[src/rtl/smb_pkg.sv]
package smb_pkg;

    localparam int BYTE_W = 8;
    localparam int ADDR_W = 7;
    localparam int BIT_CW = $clog2(BYTE_W + 1);

    typedef enum logic [2:0] {
        ST_IDLE,
        ST_RX,
        ST_ACK,
        ST_TX,
        ST_TXACK,
        ST_HOLD
    } smb_state_e;

    typedef enum logic [1:0] {
        BY_ADDR,
        BY_PTR,
        BY_DATA,
        BY_EXTRA
    } byte_kind_e;

    typedef struct packed {
        smb_state_e        st;
        byte_kind_e        kind;
        logic              rd;
        logic [BIT_CW-1:0] cnt;
        logic [BYTE_W-1:0] sh;
        logic [BYTE_W-1:0] ptr;
        logic              oe;
        logic              we;
        logic [BYTE_W-1:0] wdata;
        logic              mack;
        logic              scl_p;
        logic              sda_p;
    } core_s;

    // three-level strap code to the two low address bits
    function automatic logic [1:0] strap_to_bits(input logic [1:0] code);
        case (code)
            2'b00:   return 2'b10;
            2'b10:   return 2'b01;
            default: return 2'b00;
        endcase
    endfunction

endpackage

[src/rtl/smb_line_filter.sv]
module smb_line_filter #(
    parameter int FILT_LEN = 3
) (
    input  logic clk,
    input  logic rst_n,
    input  logic line_i,
    output logic line_o
);
    localparam int CW = $clog2(FILT_LEN + 1);
    localparam logic [CW-1:0] CNT_TOP = CW'(FILT_LEN - 1);

    typedef struct packed {
        logic          s0;
        logic          s1;
        logic [CW-1:0] cnt;
        logic          out;
    } filt_s;

    localparam filt_s FILT_RST = '{s0: 1'b1, s1: 1'b1, cnt: '0, out: 1'b1};

    filt_s q, d;

    always_comb begin
        d    = q;
        d.s0 = line_i;
        d.s1 = q.s0;
        if (q.s1 != q.out) begin
            if (q.cnt == CNT_TOP) begin
                d.out = q.s1;
                d.cnt = '0;
            end else begin
                d.cnt = q.cnt + 1'b1;
            end
        end else begin
            d.cnt = '0;
        end
    end

    always_ff @(posedge clk) begin
        if (!rst_n) q <= FILT_RST;
        else        q <= d;
    end

    assign line_o = q.out;

    AST_FILT_FOLLOWS: assert property (@(posedge clk) disable iff (!rst_n)
        (q.out != $past(q.out)) |-> ($past(q.s1) == q.out));

endmodule

[src/rtl/smb_slave_core.sv]
module smb_slave_core
    import smb_pkg::*;
(
    input  logic              clk,
    input  logic              rst_n,
    input  logic              scl,
    input  logic              sda,
    input  logic [ADDR_W-1:0] dev_addr,
    input  logic [BYTE_W-1:0] rdata,
    output logic              sda_oe,
    output logic [BYTE_W-1:0] addr,
    output logic [BYTE_W-1:0] wdata,
    output logic              we
);
    localparam logic [BIT_CW-1:0] CNT_FULL = BIT_CW'(BYTE_W);
    localparam logic [BIT_CW-1:0] CNT_LAST = BIT_CW'(BYTE_W - 1);

    localparam core_s CORE_RST = '{
        st: ST_IDLE, kind: BY_ADDR, rd: 1'b0, cnt: '0, sh: '0, ptr: '0,
        oe: 1'b0, we: 1'b0, wdata: '0, mack: 1'b0, scl_p: 1'b1, sda_p: 1'b1};

    core_s q, d;
    logic  scl_rise, scl_fall, bus_start, bus_stop;

    always_comb begin
        scl_rise  = scl & ~q.scl_p;
        scl_fall  = ~scl & q.scl_p;
        bus_start = scl & q.scl_p & q.sda_p & ~sda;
        bus_stop  = scl & q.scl_p & ~q.sda_p & sda;

        d       = q;
        d.we    = 1'b0;
        d.scl_p = scl;
        d.sda_p = sda;

        if (bus_start) begin
            d.st   = ST_RX;
            d.kind = BY_ADDR;
            d.cnt  = '0;
            d.oe   = 1'b0;
        end else if (bus_stop) begin
            d.st = ST_IDLE;
            d.oe = 1'b0;
        end else begin
            case (q.st)
                ST_RX: begin
                    if (scl_rise) begin
                        d.sh  = {q.sh[BYTE_W-2:0], sda};
                        d.cnt = q.cnt + 1'b1;
                    end else if (scl_fall && q.cnt == CNT_FULL) begin
                        d.st = ST_ACK;
                        case (q.kind)
                            BY_ADDR: begin
                                if (q.sh[BYTE_W-1:1] == dev_addr) begin
                                    d.rd = q.sh[0];
                                    d.oe = 1'b1;
                                end else begin
                                    d.st = ST_HOLD;
                                end
                            end
                            BY_PTR: begin
                                d.ptr = q.sh;
                                d.oe  = 1'b1;
                            end
                            BY_DATA: begin
                                d.we    = 1'b1;
                                d.wdata = q.sh;
                                d.oe    = 1'b1;
                            end
                            default: d.oe = 1'b0;
                        endcase
                    end
                end
                ST_ACK: begin
                    if (scl_fall) begin
                        d.cnt = '0;
                        if (q.rd) begin
                            d.st = ST_TX;
                            d.sh = rdata;
                            d.oe = ~rdata[BYTE_W-1];
                        end else begin
                            d.st = ST_RX;
                            d.oe = 1'b0;
                            case (q.kind)
                                BY_ADDR: d.kind = BY_PTR;
                                BY_PTR:  d.kind = BY_DATA;
                                default: d.kind = BY_EXTRA;
                            endcase
                        end
                    end
                end
                ST_TX: begin
                    if (scl_fall) begin
                        if (q.cnt == CNT_LAST) begin
                            d.st = ST_TXACK;
                            d.oe = 1'b0;
                        end else begin
                            d.sh  = {q.sh[BYTE_W-2:0], 1'b0};
                            d.cnt = q.cnt + 1'b1;
                            d.oe  = ~q.sh[BYTE_W-2];
                        end
                    end
                end
                ST_TXACK: begin
                    if (scl_rise) begin
                        d.mack = ~sda;
                    end else if (scl_fall) begin
                        if (q.mack) begin
                            d.st  = ST_TX;
                            d.sh  = rdata;
                            d.cnt = '0;
                            d.oe  = ~rdata[BYTE_W-1];
                        end else begin
                            d.st = ST_HOLD;
                        end
                    end
                end
                default: d.oe = 1'b0;
            endcase
        end
    end

    always_ff @(posedge clk) begin
        if (!rst_n) q <= CORE_RST;
        else        q <= d;
    end

    assign sda_oe = q.oe;
    assign addr   = q.ptr;
    assign wdata  = q.wdata;
    assign we     = q.we;

    AST_OE_SCL_LOW: assert property (@(posedge clk) disable iff (!rst_n)
        (q.oe != $past(q.oe)) |-> !scl);
    AST_WE_PULSE: assert property (@(posedge clk) disable iff (!rst_n)
        q.we |=> !q.we);
    AST_QUIET_STATES: assert property (@(posedge clk) disable iff (!rst_n)
        (q.st == ST_IDLE || q.st == ST_HOLD) |-> !q.oe);
    AST_PTR_FROM_PTR_BYTE: assert property (@(posedge clk) disable iff (!rst_n)
        (q.ptr != $past(q.ptr)) |-> ($past(q.st) == ST_RX && $past(q.kind) == BY_PTR));

endmodule

[src/rtl/smb_ptr_slave.sv]
module smb_ptr_slave
    import smb_pkg::*;
#(
    parameter int         FILT_LEN    = 3,
    parameter logic [4:0] ADDR_PREFIX = 5'b01011
) (
    input  logic              clk,
    input  logic              rst_n,
    input  logic              scl_i,
    input  logic              sda_i,
    input  logic [1:0]        strap_i,
    output logic              sda_oe,
    output logic [BYTE_W-1:0] reg_addr,
    output logic [BYTE_W-1:0] reg_wdata,
    output logic              reg_we,
    input  logic [BYTE_W-1:0] reg_rdata
);
    localparam int NLINES = 2;

    logic [NLINES-1:0] raw_lines;
    logic [NLINES-1:0] clean_lines;
    logic [1:0]        addr_lo_d, addr_lo_q;

    assign raw_lines = {scl_i, sda_i};

    for (genvar g = 0; g < NLINES; g++) begin : g_filt
        smb_line_filter #(.FILT_LEN(FILT_LEN)) u_filt (
            .clk    (clk),
            .rst_n  (rst_n),
            .line_i (raw_lines[g]),
            .line_o (clean_lines[g])
        );
    end

    always_comb begin
        addr_lo_d = addr_lo_q;
        if (!rst_n) addr_lo_d = strap_to_bits(strap_i);
    end

    always_ff @(posedge clk) begin
        addr_lo_q <= addr_lo_d;
    end

    smb_slave_core u_core (
        .clk      (clk),
        .rst_n    (rst_n),
        .scl      (clean_lines[1]),
        .sda      (clean_lines[0]),
        .dev_addr ({ADDR_PREFIX, addr_lo_q}),
        .rdata    (reg_rdata),
        .sda_oe   (sda_oe),
        .addr     (reg_addr),
        .wdata    (reg_wdata),
        .we       (reg_we)
    );

    AST_STRAP_LATCHED: assert property (@(posedge clk) disable iff (!rst_n)
        $stable(addr_lo_q));

endmodule

[config.mk]
export PLATFORM = sky130hd
export DESIGN_NAME = smb_ptr_slave
export DESIGN_NICKNAME = d
export VERILOG_FILES = /design/src/rtl/smb_pkg.sv /design/src/rtl/smb_line_filter.sv /design/src/rtl/smb_slave_core.sv /design/src/rtl/smb_ptr_slave.sv
export SDC_FILE = /design/constraint.sdc
export NUM_CORES = 1
export LEC_CHECK = 0
export ABC_CLOCK_PERIOD_IN_PS = 2700
export BUFFER_PORTS_ARGS = -buffer_cell sky130_fd_sc_hd__buf_4
export CAP_MARGIN = 25
export CORE_ASPECT_RATIO = 0.7
export CORE_MARGIN = 2
export CORE_UTILIZATION = 25
export CTS_BUF_LIST = sky130_fd_sc_hd__clkbuf_2 sky130_fd_sc_hd__clkbuf_4 sky130_fd_sc_hd__clkbuf_8
export CTS_CLUSTER_SIZE = 24
export DETAILED_ROUTE_END_ITERATION = 10
export PLACE_DENSITY = 0.51
export SLEW_MARGIN = 20
export SYNTH_ARGS = -nofsm -noshare
export SYNTH_HDL_FRONTEND = slang
export SYNTH_HIERARCHICAL = 1
export SYNTH_SLANG_ARGS = --single-unit
[constraint.sdc]
create_clock -name clk -period 2.7 [get_ports clk]
set_clock_uncertainty 0.1 [all_clocks]
set_input_delay 0.54 -clock clk [delete_from_list [all_inputs] [get_ports clk]]
set_output_delay 0.54 -clock clk [all_outputs]
set_load 0.03 [all_outputs]
==> metrics.txt <==
CTS Buffer Depth=2; r2r setup slk=0.31 ns; Yosys cell types=53; Max FO, Critical Path=16; Core Area=0.00983 mm^2; final setup vio count=0; Final Hold Fails=0; FF+latch area=0.00104 mm^2; largest net degree at the start of global routing=28; WS Path Type=reg -> reg; CTS tree=built; setup repair bufs after CTS=0; status=complete, no violations; cts bufs inserted=5; Routed Antenna Nets=0; GRT Overall Usage=0.105; slowest stage delay, CP=0.50 ns; IO Count=32; top_reg_cell synth=dfxtp_1; Total Wirelength=5730 um; Tmin final=2.39 ns; Fin Setup TNS=0 ns; overall power=1780 uW; Clock Latency Late Sink=0.32 ns; IO Port Bufs=31; vias in the first global route=1842; vias per cell=4.71; hold_buf cts=0; hold_sp=sda_i; die height=88.9 um; maximum clock rate=419 MHz; fin util=0.299; Hold EP=g_filt[0].u_filt/d[3]; row cnt=30; VDD IR-drop max=0.191 mV; sequential fraction of the synthesis area=0.404; multiplexer share of the synthesized area=0.105; cells along the critical path=or3b_4 > o32a_1 > a221o_1 > or4b_1 > a21oi_1; Post-Syn Area=0.00257 mm^2; CTS sink count=51; post-synthesis adder-cell area fraction=0.0194; final instance area=0.00294 mm^2; relative slew slack=0.584; post-DP HPWL=4110 um; Req. time, crit path=2.85 ns; fill count=1072; Post-synth EDFFs=2; Layout area overhead=14.1%; Crit path arrival time=2.53 ns; area occupied by multi-input gates=0.00133 mm^2; post-synthesis cell count=285; DRC errors left=0; Post-Synth Simple-Gate Area=0.225; #FFs+latches synth=51; initial antenna violation count=0; Top delay family on crit path=simple AND/OR/NAND/NOR gates; Buf/Inv on CP=0; nature of the critical path endpoint=register; share of layout cells above drive strength 1=0.172; HP Class=in -> reg; FF-to-FF End=u_core/q[31]; drt wl/cell=13.3 um; largest family of logic cells by synthesized area=simple AND/OR/NAND/NOR gates; initial core utilization=0.262; Startpoint Class=register; Least-Margin Pin Slew=0.620 ns; total of max-cap violations=0; Reg clk slew, reported paths=0.10 ns; first-pass GRT wire length=9230 um; CTS resizes=0; xor-xnor portion of the synthesized cell area=0.0340; root buf cell=clkbuf_8; H-tree levels=2; Reg2Reg Depth=5; Die ar.=0.0111 mm^2; Synth async-reset ratio=0; Hold Path Depth=2; unrepaired setup endpoints after global routing=no; Max Slew Vio Count=0; Hold Slack=0.298 ns; Placed Instance Area=0.00285 mm^2; DRT iter0 DRCs=96; Pleak=0.00107 uW; Final Cycle Share=0.884; RePlAce Congestion=0.869; post-synthesis compound-gate area fraction=0.124; WP depth=5; Nets=320; slowest CP cell=or4b_1; P per Cell Area=607 mW/mm^2; GRT overflow=0; # diodes=0; syn_area_per_cell=9.03 um^2; Die X=125 um; Synth Warn #=6; launch point of the worst reg-to-reg path=u_core/q[36]; vias after detailed routing=2029; drt pass-1 iters=4
## registers in the layout, summed over array words and instances (netlist names)
signal                count
g_filt.u_filt/line_o      2
u_core/addr               8
addr_lo_q                 2
g_filt.u_filt/d           2
u_core/we                 1
u_core/q                 21
g_filt.u_filt/q           6
u_core/sda_oe             1
u_core/wdata              8
## cell usage in the layout (no fill, tap or decap), types with 3 or more instances in the layout
cell,count
a211oi_1,13
a21oi_1,11
a31oi_1,3
buf_4,37
clkbuf_8,5
conb_1,5
dfxtp_1,49
ha_1,4
inv_1,10
mux2i_1,27
nand2_1,10
nand2b_1,10
nand3_1,3
nand3b_1,3
nand4_1,3
nor2_1,39
nor2b_1,4
nor3_1,4
nor4_1,3
nor4b_1,5
o21ai_0,5
xor2_1,8
## cell families after synthesis
kind of cell               Yosys count
AOI/OAI and AO/OA                   46
xor gates and xnor gates            10
adders and majority gates            4
buffers and inverters               41
DFF                                 51
muxes                               27
other                                2
and+or+nand+nor                    104
## layer usage
metal	share of wire	vias to the layer above	track usage
met5	0	-	0
met4	0.014	0	0.0515
met3	0.057	8	0.0305
met2	0.40	63	0.145
met1	0.53	945	0.148
li1	-	1013	-
## synth_stat cells (all sizes together), types with 3 or more instances
master | instances | area [um^2]
o21ai | 5 | 25.0
nor4b | 5 | 43.8
xor2 | 8 | 70.1
nand3b | 3 | 22.5
a211oi | 13 | 97.6
nor2 | 39 | 146
nand4 | 3 | 18.8
inv | 11 | 41.3
nor3 | 5 | 30.0
nor2b | 5 | 38.8
nand2 | 10 | 37.5
clkbuf | 10 | 37.5
a31oi | 3 | 18.8
nand2b | 10 | 62.6
buf | 20 | 140
nand3 | 3 | 15.0
a21oi | 11 | 55.1
mux2i | 27 | 270
dfxtp | 49 | 981
or3b | 3 | 28.8
nor4 | 3 | 18.8
ha | 4 | 50.1
## worst reg2reg max path, delay by kind of cell (launching register included)
kind,cells,cell delay [ns]
AO/OA/AOI/OAI,3,0.76
flip-flops,1,0.48
AND/OR/NAND/NOR,2,0.98
## worst max-delay path by stage
stage                            startpoint              to  slack, ns
finish                         u_core/q[36]    u_core/q[31]       0.31
global route                   u_core/q[36]  u_core/addr[7]       0.12
CTS                            u_core/q[36]    u_core/q[31]       0.34
detailed placement             u_core/q[36]    u_core/q[31]       0.36
global placement               u_core/q[36]    u_core/q[31]       0.41
floorplan           g_filt[1].u_filt/line_o    u_core/q[31]       0.53
## where the power goes
group | total [uW] | switching [uW] | internal, uW
sequential | 856 | 72.6 | 784
combinational | 459 | 264 | 195
clock | 468 | 271 | 197
total | 1780 | 607 | 1180
## final cells by class
| class | count | area share |
|---|---|---|
| Sequential cell | 51 | 0.354 |
| Tap cell | 128 | 0.0545 |
| Clock inverter | 2 | 0.00554 |
| Clock buffer | 6 | 0.0260 |
| Timing Repair Buffer | 37 | 0.0945 |
| Multi-Input combinational cell | 196 | 0.451 |
| Inverter | 11 | 0.0141 |
## metrics by stage
stage | cells | setup slack, ns
6_report | 431 | 0.313
5_1_grt | 431 | 0.123
4_1_cts | 431 | 0.342
3_5_place_dp | 423 | 0.361
3_3_place_gp | 423 | 0.408
2_1_floorplan | 288 | 0.529
No activity file was read; power rests on OpenSTA's default activity.
